$ cat config.mk
export PLATFORM = sky130hd
export DESIGN_NAME = fgl_label_egress
export DESIGN_NICKNAME = d
export VERILOG_FILES = /design/src/rtl/fgl_decap_pkg.sv /design/src/rtl/fgl_label_cam.sv /design/src/rtl/fgl_decap_path.sv /design/src/rtl/fgl_decap_ctrl.sv /design/src/rtl/fgl_label_egress.sv
export SDC_FILE = /design/constraint.sdc
export NUM_CORES = 1
export LEC_CHECK = 0
export BUFFER_PORTS_ARGS = -buffer_cell sky130_fd_sc_hd__clkbuf_2
export CAP_MARGIN = 0
export CORE_AREA = 3 3 239 241
export DETAILED_ROUTE_END_ITERATION = 10
export DIE_AREA = 0 0 242 244
export SLEW_MARGIN = 15
export SYNTH_ARGS = -nofsm -noshare
export SYNTH_HDL_FRONTEND = slang
export SYNTH_HIERARCHICAL = 1
export SYNTH_SLANG_ARGS = --single-unit
$ cat constraint.sdc
create_clock -name clk -period 10.4 [get_ports clk]
set_input_delay 2.08 -clock clk [delete_from_list [all_inputs] [get_ports clk]]
set_output_delay 2.08 -clock clk [all_outputs]
set_load 0.01 [all_outputs]
$ cat src/rtl/fgl_decap_pkg.sv
package fgl_decap_pkg;
  localparam int LABEL_W = 24;
  localparam int VID_W = 12;
  localparam int HDR_MAX = 20;
  localparam logic [15:0] ETYPE_VLAN = 16'h8100;
  localparam logic [15:0] ETYPE_FGL = 16'h893B;

  typedef enum logic [1:0] {CLS_OTHER, CLS_VL, CLS_FGL} frameClsT;

  typedef struct packed {
    logic store;
    logic restart;
    logic lookup;
    logic emitStep;
  } pathCtrlT;
endpackage

$ cat src/rtl/fgl_label_cam.sv
module fgl_label_cam
  import fgl_decap_pkg::*;
#(
  parameter int NUM_LABELS = 16
) (
  input  logic                        clk,
  input  logic                        rstN,
  input  logic                        lookup,
  input  logic [LABEL_W-1:0]          key,
  input  logic [NUM_LABELS-1:0]       cfgValid,
  input  logic [NUM_LABELS*LABEL_W-1:0] cfgLabel,
  input  logic [NUM_LABELS*VID_W-1:0] cfgVid,
  output logic                        hitQ,
  output logic [VID_W-1:0]            vidQ
);
  logic [NUM_LABELS-1:0] matchVec;
  logic [VID_W-1:0] vidSel;

  for (genvar g = 0; g < NUM_LABELS; g++) begin : g_cmp
    assign matchVec[g] = cfgValid[g] && (cfgLabel[g*LABEL_W +: LABEL_W] == key);
  end

  // Walk from the top so the lowest matching index is the one that remains.
  always_comb begin
    vidSel = '0;
    for (int i = NUM_LABELS - 1; i >= 0; i--) begin
      if (matchVec[i]) vidSel = cfgVid[i*VID_W +: VID_W];
    end
  end

  always_ff @(posedge clk or negedge rstN) begin
    if (!rstN) begin
      hitQ <= 1'b0;
      vidQ <= '0;
    end else if (lookup) begin
      hitQ <= |matchVec;
      vidQ <= vidSel;
    end
  end

  // a hit can only appear right after a lookup strobe
  p_hit_after_lookup_r3: assert property (@(posedge clk) disable iff (!rstN)
    $rose(hitQ) |-> $past(lookup));
endmodule

$ cat src/rtl/fgl_decap_path.sv
module fgl_decap_path
  import fgl_decap_pkg::*;
(
  input  logic               clk,
  input  logic               rstN,
  input  pathCtrlT           ctrl,
  input  logic [7:0]         sTdata,
  input  logic               portStrip,
  input  logic [VID_W-1:0]   vidQ,
  output logic               hdrDone,
  output frameClsT           cls,
  output logic               fglSecondOk,
  output logic [LABEL_W-1:0] label,
  output logic [7:0]         emitByte,
  output logic               emitFinal
);
  localparam logic [4:0] MAC_BYTES = 5'd12;
  localparam logic [4:0] TAG_END = 5'd16;

  logic [7:0] hdr [HDR_MAX];
  logic [4:0] idx;
  logic [4:0] emitCnt;
  logic [15:0] etypeNow;
  logic [4:0] need;
  logic [4:0] emitLen;

  assign etypeNow = (idx == 5'd13) ? {hdr[12], sTdata} : {hdr[12], hdr[13]};

  always_comb begin
    if (etypeNow == ETYPE_VLAN) need = 5'd16;
    else if (etypeNow == ETYPE_FGL) need = 5'd20;
    else need = 5'd14;
  end

  assign hdrDone = (idx == need - 5'd1);

  always_ff @(posedge clk or negedge rstN) begin
    if (!rstN) begin
      idx <= '0;
      emitCnt <= '0;
      for (int i = 0; i < HDR_MAX; i++) hdr[i] <= '0;
    end else if (ctrl.restart) begin
      idx <= '0;
      emitCnt <= '0;
    end else begin
      if (ctrl.store && idx < 5'(HDR_MAX)) begin
        hdr[idx] <= sTdata;
        idx <= idx + 5'd1;
      end
      if (ctrl.emitStep) emitCnt <= emitCnt + 5'd1;
    end
  end

  always_comb begin
    if ({hdr[12], hdr[13]} == ETYPE_VLAN) cls = CLS_VL;
    else if ({hdr[12], hdr[13]} == ETYPE_FGL) cls = CLS_FGL;
    else cls = CLS_OTHER;
  end

  assign fglSecondOk = ({hdr[16], hdr[17]} == ETYPE_FGL);
  assign label = {hdr[14][3:0], hdr[15], hdr[18][3:0], hdr[19]};

  assign emitLen = portStrip ? MAC_BYTES : TAG_END;
  assign emitFinal = (emitCnt == emitLen - 5'd1);

  always_comb begin
    if (emitCnt < MAC_BYTES || cls == CLS_VL) begin
      emitByte = hdr[emitCnt];
    end else begin
      case (emitCnt)
        5'd12:   emitByte = ETYPE_VLAN[15:8];
        5'd13:   emitByte = ETYPE_VLAN[7:0];
        5'd14:   emitByte = {hdr[18][7:4], vidQ[11:8]};
        default: emitByte = vidQ[7:0];
      endcase
    end
  end

  // the replay counter never runs past the rebuilt tag
  p_emit_bound_r5: assert property (@(posedge clk) disable iff (!rstN)
    ctrl.emitStep |-> emitCnt < TAG_END);
  // a restart always leaves the capture index at zero
  p_idx_clear_r7: assert property (@(posedge clk) disable iff (!rstN)
    ctrl.restart |=> idx == 5'd0);
endmodule

$ cat src/rtl/fgl_decap_ctrl.sv
module fgl_decap_ctrl
  import fgl_decap_pkg::*;
(
  input  logic      clk,
  input  logic      rstN,
  input  logic      sTvalid,
  input  logic      sTlast,
  input  logic      mTready,
  input  logic      portFgl,
  input  logic      hdrDone,
  input  frameClsT  cls,
  input  logic      fglSecondOk,
  input  logic      hitQ,
  input  logic      emitFinal,
  output pathCtrlT  ctrl,
  output logic      sTready,
  output logic      mTvalid,
  output logic      mTlastEmit,
  output logic      emitting
);
  typedef enum logic [2:0] {S_HDR, S_LOOK, S_CHECK, S_EMIT, S_PASS, S_DROP} stateT;

  stateT state, stateNxt;
  logic lastSeen;
  logic keep;

  assign keep = (cls == CLS_VL && !portFgl) ||
                (cls == CLS_FGL && portFgl && fglSecondOk && hitQ);

  always_comb begin
    stateNxt = state;
    ctrl = '0;
    sTready = 1'b0;
    mTvalid = 1'b0;
    emitting = 1'b0;
    unique case (state)
      S_HDR: begin
        sTready = 1'b1;
        if (sTvalid) begin
          if (hdrDone) begin
            ctrl.store = 1'b1;
            stateNxt = S_LOOK;
          end else if (sTlast) begin
            ctrl.restart = 1'b1;
          end else begin
            ctrl.store = 1'b1;
          end
        end
      end
      S_LOOK: begin
        ctrl.lookup = 1'b1;
        stateNxt = S_CHECK;
      end
      S_CHECK: begin
        if (keep) stateNxt = S_EMIT;
        else if (lastSeen) begin
          ctrl.restart = 1'b1;
          stateNxt = S_HDR;
        end else stateNxt = S_DROP;
      end
      S_EMIT: begin
        mTvalid = 1'b1;
        emitting = 1'b1;
        if (mTready) begin
          ctrl.emitStep = 1'b1;
          if (emitFinal) begin
            if (lastSeen) begin
              ctrl.restart = 1'b1;
              stateNxt = S_HDR;
            end else stateNxt = S_PASS;
          end
        end
      end
      S_PASS: begin
        mTvalid = sTvalid;
        sTready = mTready;
        if (sTvalid && mTready && sTlast) begin
          ctrl.restart = 1'b1;
          stateNxt = S_HDR;
        end
      end
      default: begin
        sTready = 1'b1;
        if (sTvalid && sTlast) begin
          ctrl.restart = 1'b1;
          stateNxt = S_HDR;
        end
      end
    endcase
  end

  assign mTlastEmit = lastSeen && emitFinal;

  always_ff @(posedge clk or negedge rstN) begin
    if (!rstN) begin
      state <= S_HDR;
      lastSeen <= 1'b0;
    end else begin
      state <= stateNxt;
      if (state == S_HDR && sTvalid && hdrDone) lastSeen <= sTlast;
    end
  end

  // the keep decision is only taken one cycle after the lookup
  p_check_after_look_r3: assert property (@(posedge clk) disable iff (!rstN)
    state == S_CHECK |-> $past(state) == S_LOOK);
  // a VLAN-mode port never replays a fine-grained header
  p_vl_port_blocks_fgl_r2: assert property (@(posedge clk) disable iff (!rstN)
    (state == S_EMIT && cls == CLS_FGL) |-> portFgl);
  // a stalled replay stays in place
  p_emit_hold_r9: assert property (@(posedge clk) disable iff (!rstN)
    (state == S_EMIT && !mTready) |=> state == S_EMIT);
endmodule

$ cat src/rtl/fgl_label_egress.sv
module fgl_label_egress
  import fgl_decap_pkg::*;
#(
  parameter int NUM_LABELS = 16
) (
  input  logic                          clk,
  input  logic                          rstN,
  input  logic [7:0]                    sAxisTdata,
  input  logic                          sAxisTvalid,
  input  logic                          sAxisTlast,
  output logic                          sAxisTready,
  output logic [7:0]                    mAxisTdata,
  output logic                          mAxisTvalid,
  output logic                          mAxisTlast,
  input  logic                          mAxisTready,
  input  logic                          portFgl,
  input  logic                          portStrip,
  input  logic [NUM_LABELS-1:0]         cfgValid,
  input  logic [NUM_LABELS*24-1:0]      cfgLabel,
  input  logic [NUM_LABELS*12-1:0]      cfgVid
);
  pathCtrlT ctrl;
  frameClsT cls;
  logic hdrDone, fglSecondOk, emitFinal, hitQ, mTlastEmit, emitting;
  logic [LABEL_W-1:0] label;
  logic [VID_W-1:0] vidQ;
  logic [7:0] emitByte;

  fgl_decap_ctrl i_ctrl (
    .clk(clk), .rstN(rstN),
    .sTvalid(sAxisTvalid), .sTlast(sAxisTlast), .mTready(mAxisTready),
    .portFgl(portFgl), .hdrDone(hdrDone), .cls(cls), .fglSecondOk(fglSecondOk),
    .hitQ(hitQ), .emitFinal(emitFinal), .ctrl(ctrl),
    .sTready(sAxisTready), .mTvalid(mAxisTvalid),
    .mTlastEmit(mTlastEmit), .emitting(emitting)
  );

  fgl_decap_path i_path (
    .clk(clk), .rstN(rstN), .ctrl(ctrl), .sTdata(sAxisTdata),
    .portStrip(portStrip), .vidQ(vidQ), .hdrDone(hdrDone), .cls(cls),
    .fglSecondOk(fglSecondOk), .label(label), .emitByte(emitByte),
    .emitFinal(emitFinal)
  );

  fgl_label_cam #(.NUM_LABELS(NUM_LABELS)) i_cam (
    .clk(clk), .rstN(rstN), .lookup(ctrl.lookup), .key(label),
    .cfgValid(cfgValid), .cfgLabel(cfgLabel), .cfgVid(cfgVid),
    .hitQ(hitQ), .vidQ(vidQ)
  );

  assign mAxisTdata = emitting ? emitByte : sAxisTdata;
  assign mAxisTlast = emitting ? mTlastEmit : sAxisTlast;

  // replayed header bytes hold under backpressure
  p_hold_data_r9: assert property (@(posedge clk) disable iff (!rstN)
    (emitting && !mAxisTready) |=> mAxisTvalid && $stable(mAxisTdata));
endmodule

==> flow_summary.yaml, run 1 <==
status:
  status: "finished, final reports clean"
synthesis:
  muxShareOfSynthArea: 0.159
  synth.area.top_cells: "dfrtp_1 27%, xnor2_1 13%, mux2_2 11%, xor2_1 7.0%, nand4_1 3.7%"
  synth_seq_cells: 187
  yosysTopAreaCellShare: 0.273
  yosys.area_share.simple: 0.191
  syn_avg_cell_area_sq_um: 9.49
  async_flop_share: 1.00
  syn_area_sq_mm: 0.0171
  synth_top_family_by_area: "XOR/XNOR gates"
  synthesis.nets: 2420
  yosysMostFrequentCell: "xnor2_1"
  yosys.area_share.adder: 0.00585
  synth_compound_area_frac: 0.114
  ys_top_cells_by_count: "263 x xnor2_1, 187 x dfrtp_1, 161 x mux2_2, 137 x xor2_1, 103 x nand2_1"
  synth-main-ff-cell: "dfrtp_1"
  yosysUniqueCellTypes: 88
  synth_edf_count: 0
  synth_xor_area_frac: 0.205
  yosysSeqAreaShare: 0.273
  syn_inst: 1805
  synth_warnings: 6
  synth_top_area_cell: "dfrtp_1"
place:
  pre_cts_ws_ns: 4.53
  gp_congestion: 1.05
  dp_hpwl_microns: 82700
  postPlaceCellArea_sq_mm: 0.0207
  port_buffers: 617
worst_setup_path:
  slowest_delay_ns: 1.04
  crit_required_ns: 8.32
  setup.worst_path.end_class: "primary output"
  cp-start-kind: "flop"
  worstPathArrival_ns: 3.85
  cp_max_fo: 75
  criticalPathCategory: "reg -> out"
  rrSetupSlack_ns: 5.94
  path_cells: "a211oi_1 > a2111oi_0 > a22oi_1 > a31oi_1 > mux2_4 > clkbuf_2"
  cpMaxStageDelayCell: "dfrtp_4"
cts:
  postCtsSetupBuffers: 0
  cts_buffers: 17
  holdBufCountCts: 0
  clk_pin_slew_ns: 0.08
  cts_resized: 0
  cts_max_path_buffers: 2
  root_buffer: "clkbuf_16"
  cts.sinks: 187
  htreeDepth: 4
  cts_tree: "built"
  clk_latency_ns: 0.44
power_and_ir_drop:
  ir_drop_uv: 116
  p_seq_frac: 0.418
  p_clk_frac: 0.330
  internal_power_mw: 1.38
  combinationalPowerShare: 0.252
  p_sw_frac: 0.316
  p_switching_mw: 0.636
  powerDensity_mw_per_mm2: 94.2
  leakagePower_nw: 9.43
timing:
  fmax_mhz: 169
  grt_setup_unrepaired: "no"
  fin_tns_setup_ns: 0
  report.final.setup_viol: 0
  finalCriticalPeriod_ns: 5.93
  worst_slew_pin_slew_ns: 1.28
  slew_violations: 0
  hold_viol: 0
  worst_slack_ns: 4.47
  period_share: 0.570
  fin_skew_ns: 0.0145
  relSlewSlack: 0.143
detailed_routing:
  via_per_inst: 5.86
  drt-pass1-iter-count: 5
  routed_wl_microns: 104000
  num_vias: 18242
  drtAntennaViolNets: 0
  drt_iter0_markers: 1731
  wl_per_cell_microns: 33.4
  drc: 0
cells_and_area:
  finalInstanceArea_sq_mm: 0.0214
  nFillCells: 5638
  layout-drive-gt1-share: 0.392
  nNetsFinal: 2950
  areaGrowthSynthToFinish_pct: 24.8
global_routing:
  grt_max_degree: 99
  grt_pass1_vias: 18323
  antenna_found_initial: 21
  grt.total_usage: 0.336
  grt-ovfl-total: 0
  grt_pass1_wl_microns: 142000
floorplan:
  die_h_microns: 244
  rows: 86
  coreArea_sq_mm: 0.0551
  start_util: 0.311
  dieWidth_microns: 242
  dieArea_sq_mm: 0.0590
  io_pins: 618
job:
  cap_viol_max_count: 0
hold_path:
  min_path_type: "reg -> reg"
## cells by family (layout without fill, tap and decap cells)
family | Yosys count | after routing
fa+ha+maj | 8 | 8
xor+xnor | 400 | 400
compound gates | 250 | 250
flops | 187 | 187
other cells | 0 | 15
buf+inv | 181 | 724
mux | 212 | 212
simple gates | 567 | 567
## cell type report
class / count / area [sq um] / area share
Antenna cell: 15 / 37.5 / 0.00176
Clock buffer: 18 / 439 / 0.0206
Clock inverter: 14 / 174 / 0.00814
Inverter: 37 / 139 / 0.00650
Multi-Input combinational cell: 1437 / 11600 / 0.542
Sequential cell: 187 / 4690 / 0.219
Tap cell: 748 / 936 / 0.0438
Timing Repair Buffer: 655 / 3380 / 0.158
## metal layers
metal / vias to the layer above / routed length, microns / GRT usage
met3: 167 / 8400 / 0.0627
met5: - / 26 / 0
met1: 9225 / 40800 / 0.419
met4: 4 / 4340 / 0.138
met2: 1078 / 50300 / 0.571
li1: 7768 / - / -
## power by group through the flow
stage | registers [mW] | logic [mW] | clock network [mW]
global placement | 0.850 | 0.493 | 0
global route | 0.850 | 0.537 | 0.702
detailed placement | 0.853 | 0.495 | 0
finish | 0.842 | 0.507 | 0.664
CTS | 0.840 | 0.499 | 0.675
floorplan | 0.837 | 0.243 | 0
## state kept, by name, indices dropped and copies added, names as in the netlist
| name | cells |
|---|---|
| i_cam/hitQ | 1 |
| i_path/idx | 5 |
| i_ctrl/state | 3 |
| i_path/emitCnt | 5 |
| i_path/hdr | 136 |
| i_ctrl/lastSeen | 1 |
| i_cam/vidQ | 12 |
| i_path/label | 24 |
## final timing paths
check                                         startpoint                           to  cells after the start
max                        i_path/emitCnt[1]$_DFFE_PN0P_                mAxisTdata[5]                      6
min                          i_path/hdr[117]$_DFFE_PN0P_  i_path/hdr[117]$_DFFE_PN0P_                      1
max reg2reg                    i_path/idx[1]$_DFFE_PN0P_  i_path/hdr[146]$_DFFE_PN0P_                     12
min reg2reg                  i_path/hdr[117]$_DFFE_PN0P_  i_path/hdr[117]$_DFFE_PN0P_                      1
max in group asynchronous                           rstN  i_path/hdr[131]$_DFFE_PN0P_                      2
min in group asynchronous                           rstN  i_ctrl/state[2]$_DFFE_PN0P_                      1
## critical path, delay by kind of cell, from the launching register on
family	cells	cell delay (ns)
muxes	1	0.23
AOI/OAI and AO/OA	4	1.92
DFF	1	1.04
buffers and inverters	1	0.12
## placed cells by master (no fill, tap or decap), types with 18 or more instances in the layout
master,count
buf_4,37
a2111oi_0,33
a31oi_1,21
nand4_1,100
inv_1,37
or4_1,24
a22oi_1,21
nor4_1,50
nand3_1,39
xnor2_1,263
nor2_1,56
a211oi_1,25
o21ai_0,18
nand2_1,103
xor2_1,137
mux2_2,161
clkbuf_2,616
nor3_1,57
dfrtp_1,184
nor2b_1,26
a21oi_1,19
mux4_2,27
## stage by stage
stage	utilization	power, mW	cells	hold WS [ns]
after floorplan	-	1.08	1805	0.464
after global placement	0.376	1.34	3064	0.480
after detailed placement	0.376	1.35	3064	0.485
after CTS	0.387	2.01	3096	0.505
after global routing	0.388	2.09	3109	0.513
final	0.388	2.01	3111	0.502
(Power assumes the default switching activity.)
==> run 2: changes to the inputs <==
==> constraint.sdc (replaced) <==
create_clock -name clk -period 5.3 [get_ports clk]
set_input_delay 1.06 -clock clk [delete_from_list [all_inputs] [get_ports clk]]
set_output_delay 1.06 -clock clk [all_outputs]
set_load 0.01 [all_outputs]
==> run 2 against run 1 <==
Net effect: combinational power up 100%; final cell count is 1.1% higher; highest routed layer unchanged; non-clock buffer count increased by 29; final area up 1.2%; flip-flop and latch count unchanged; utilization grew 0.47 points; global-route usage shrank 0.72 points.
==> flow_summary.yaml, run 2 (synthesized netlist as in run 1, its figures left out) <==
worst_setup_path:
  cp_max_fo: 51
  crit_required_ns: 4.24
  rr_worst_depth: 12
  worstPathArrival_ns: 3.71
  cp-start-kind: "flop"
  setup.worst_path.end_class: "primary output"
  criticalPathCategory: "reg -> out"
global_routing:
  grt_pass1_wl_microns: 140000
  antenna_found_initial: 24
  grt-ovfl-total: 0
  grt_pass1_vias: 18488
  grt_max_degree: 100
  grt.total_usage: 0.329
cts:
  root_buffer: "clkbuf_16"
  cts.sinks: 187
  cts_resized: 0
  htreeDepth: 4
  postCtsSetupBuffers: 0
  clk_latency_ns: 0.45
  cts_buffers: 17
  cts_tree: "built"
  holdBufCountCts: 0
  clk_pin_slew_ns: 0.09
  cts_max_path_buffers: 2
place:
  port_buffers: 617
  gp_congestion: 1.10
  dp_hpwl_microns: 83900
detailed_routing:
  drtAntennaViolNets: 0
  wl_per_cell_microns: 32.5
  num_vias: 18580
  via_per_inst: 5.91
  drt-pass1-iter-count: 6
  drc: 0
  routed_wl_microns: 102000
  drt_iter0_markers: 1960
timing:
  grt_setup_unrepaired: "no"
  holdWs_ns: 0.504
  relSlewSlack: 0.159
  fin_skew_ns: 0.0138
  fin_tns_setup_ns: 0
  slew_violations: 0
  finalCriticalPeriod_ns: 4.77
  hold_viol: 0
  report.final.setup_viol: 0
  fmax_mhz: 210
  worst_slew_pin_slew_ns: 1.26
  period_share: 0.900
floorplan:
  rows: 86
  coreArea_sq_mm: 0.0551
  dieArea_sq_mm: 0.0590
  io_pins: 618
  dieWidth_microns: 242
  start_util: 0.311
  die_h_microns: 244
cells_and_area:
  top_register: "i_path/hdr"
  areaGrowthSynthToFinish_pct: 26.3
  largest_reg_flops: 136
  nNetsFinal: 2979
  final_cell_mix: "616 x clkbuf_2, 263 x xnor2_1, 184 x dfrtp_1"
  layout_commonest_cell: "clkbuf_2"
  layout-drive-gt1-share: 0.399
hold_path:
  holdPathStages: 1
  min_path_type: "reg -> reg"
power_and_ir_drop:
  ir_drop_uv: 216
  leakagePower_nw: 9.59
  powerDensity_mw_per_mm2: 187
job:
  cap_viol_max_count: 0
status:
  status: "finished, final reports clean"
==> run 2: layout make-up <==
| class | instances | area, sq um |
|---|---|---|
| tap | 748 | 936 |
| clock buffer | 17 | 425 |
| inverter | 37 | 139 |
| sequential | 187 | 4680 |
| clock inverter | 15 | 211 |
| multi-input combinational | 1437 | 11600 |
| fill | 5607 | 33500 |
| antenna | 19 | 47.5 |
| timing repair buffer | 684 | 3620 |
==> run 2: worst paths after layout <==
path | startpoint | end | slack [ns]
max in group asynchronous | rstN | i_path/hdr[105]$_DFFE_PN0P_ | 3.58
worst min register to register | i_path/hdr[157]$_DFFE_PN0P_ | i_path/hdr[157]$_DFFE_PN0P_ | 0.50
worst max register to register | i_path/idx[1]$_DFFE_PN0P_ | i_path/hdr[18]$_DFFE_PN0P_ | 0.63
worst min-delay path | i_path/hdr[157]$_DFFE_PN0P_ | i_path/hdr[157]$_DFFE_PN0P_ | 0.50
worst max-delay path | i_path/emitCnt[1]$_DFFE_PN0P_ | mAxisTdata[5] | 0.53
min in group asynchronous | rstN | i_ctrl/state[2]$_DFFE_PN0P_ | 0.69
==> run 2: stage by stage <==
| step | total power, mW | cells | area (sq um) | worst slack (ns) | util |
|---|---|---|---|---|---|
| floorplan | 2.12 | 1805 | 17100 | 1.63 | - |
| global placement | 2.66 | 3093 | 20900 | 0.897 | 0.380 |
| detailed placement | 2.67 | 3093 | 20900 | 0.816 | 0.380 |
| CTS | 4.03 | 3125 | 21600 | 0.640 | 0.392 |
| global route | 4.19 | 3143 | 21600 | 0.438 | 0.392 |
| finish | 4.04 | 3144 | 21600 | 0.532 | 0.392 |
==> run 2: critical path, cell delays in order, from the launching register on <==
cell       delay, ns
dfrtp_2         1.04
a2111oi_0       0.34
a2111oi_0       0.87
a22oi_1         0.24
a31oi_1         0.39
mux2_4          0.22
clkbuf_2        0.12
==> run 2: routing by layer <==
layer / global-route usage / vias up / routed length [microns]
met3: 0.0837 / 215 / 9540
met4: 0.165 / 8 / 5770
met5: 0 / - / 52
met2: 0.537 / 1166 / 47300
li1: - / 7845 / -
met1: 0.403 / 9346 / 39600
==> run 2: power breakdown <==
| group | switching, mW | internal [mW] |
|---|---|---|
| clock network | 0.693 | 0.668 |
| registers | 0.0856 | 1.57 |
| logic | 0.542 | 0.483 |
| total | 1.32 | 2.72 |
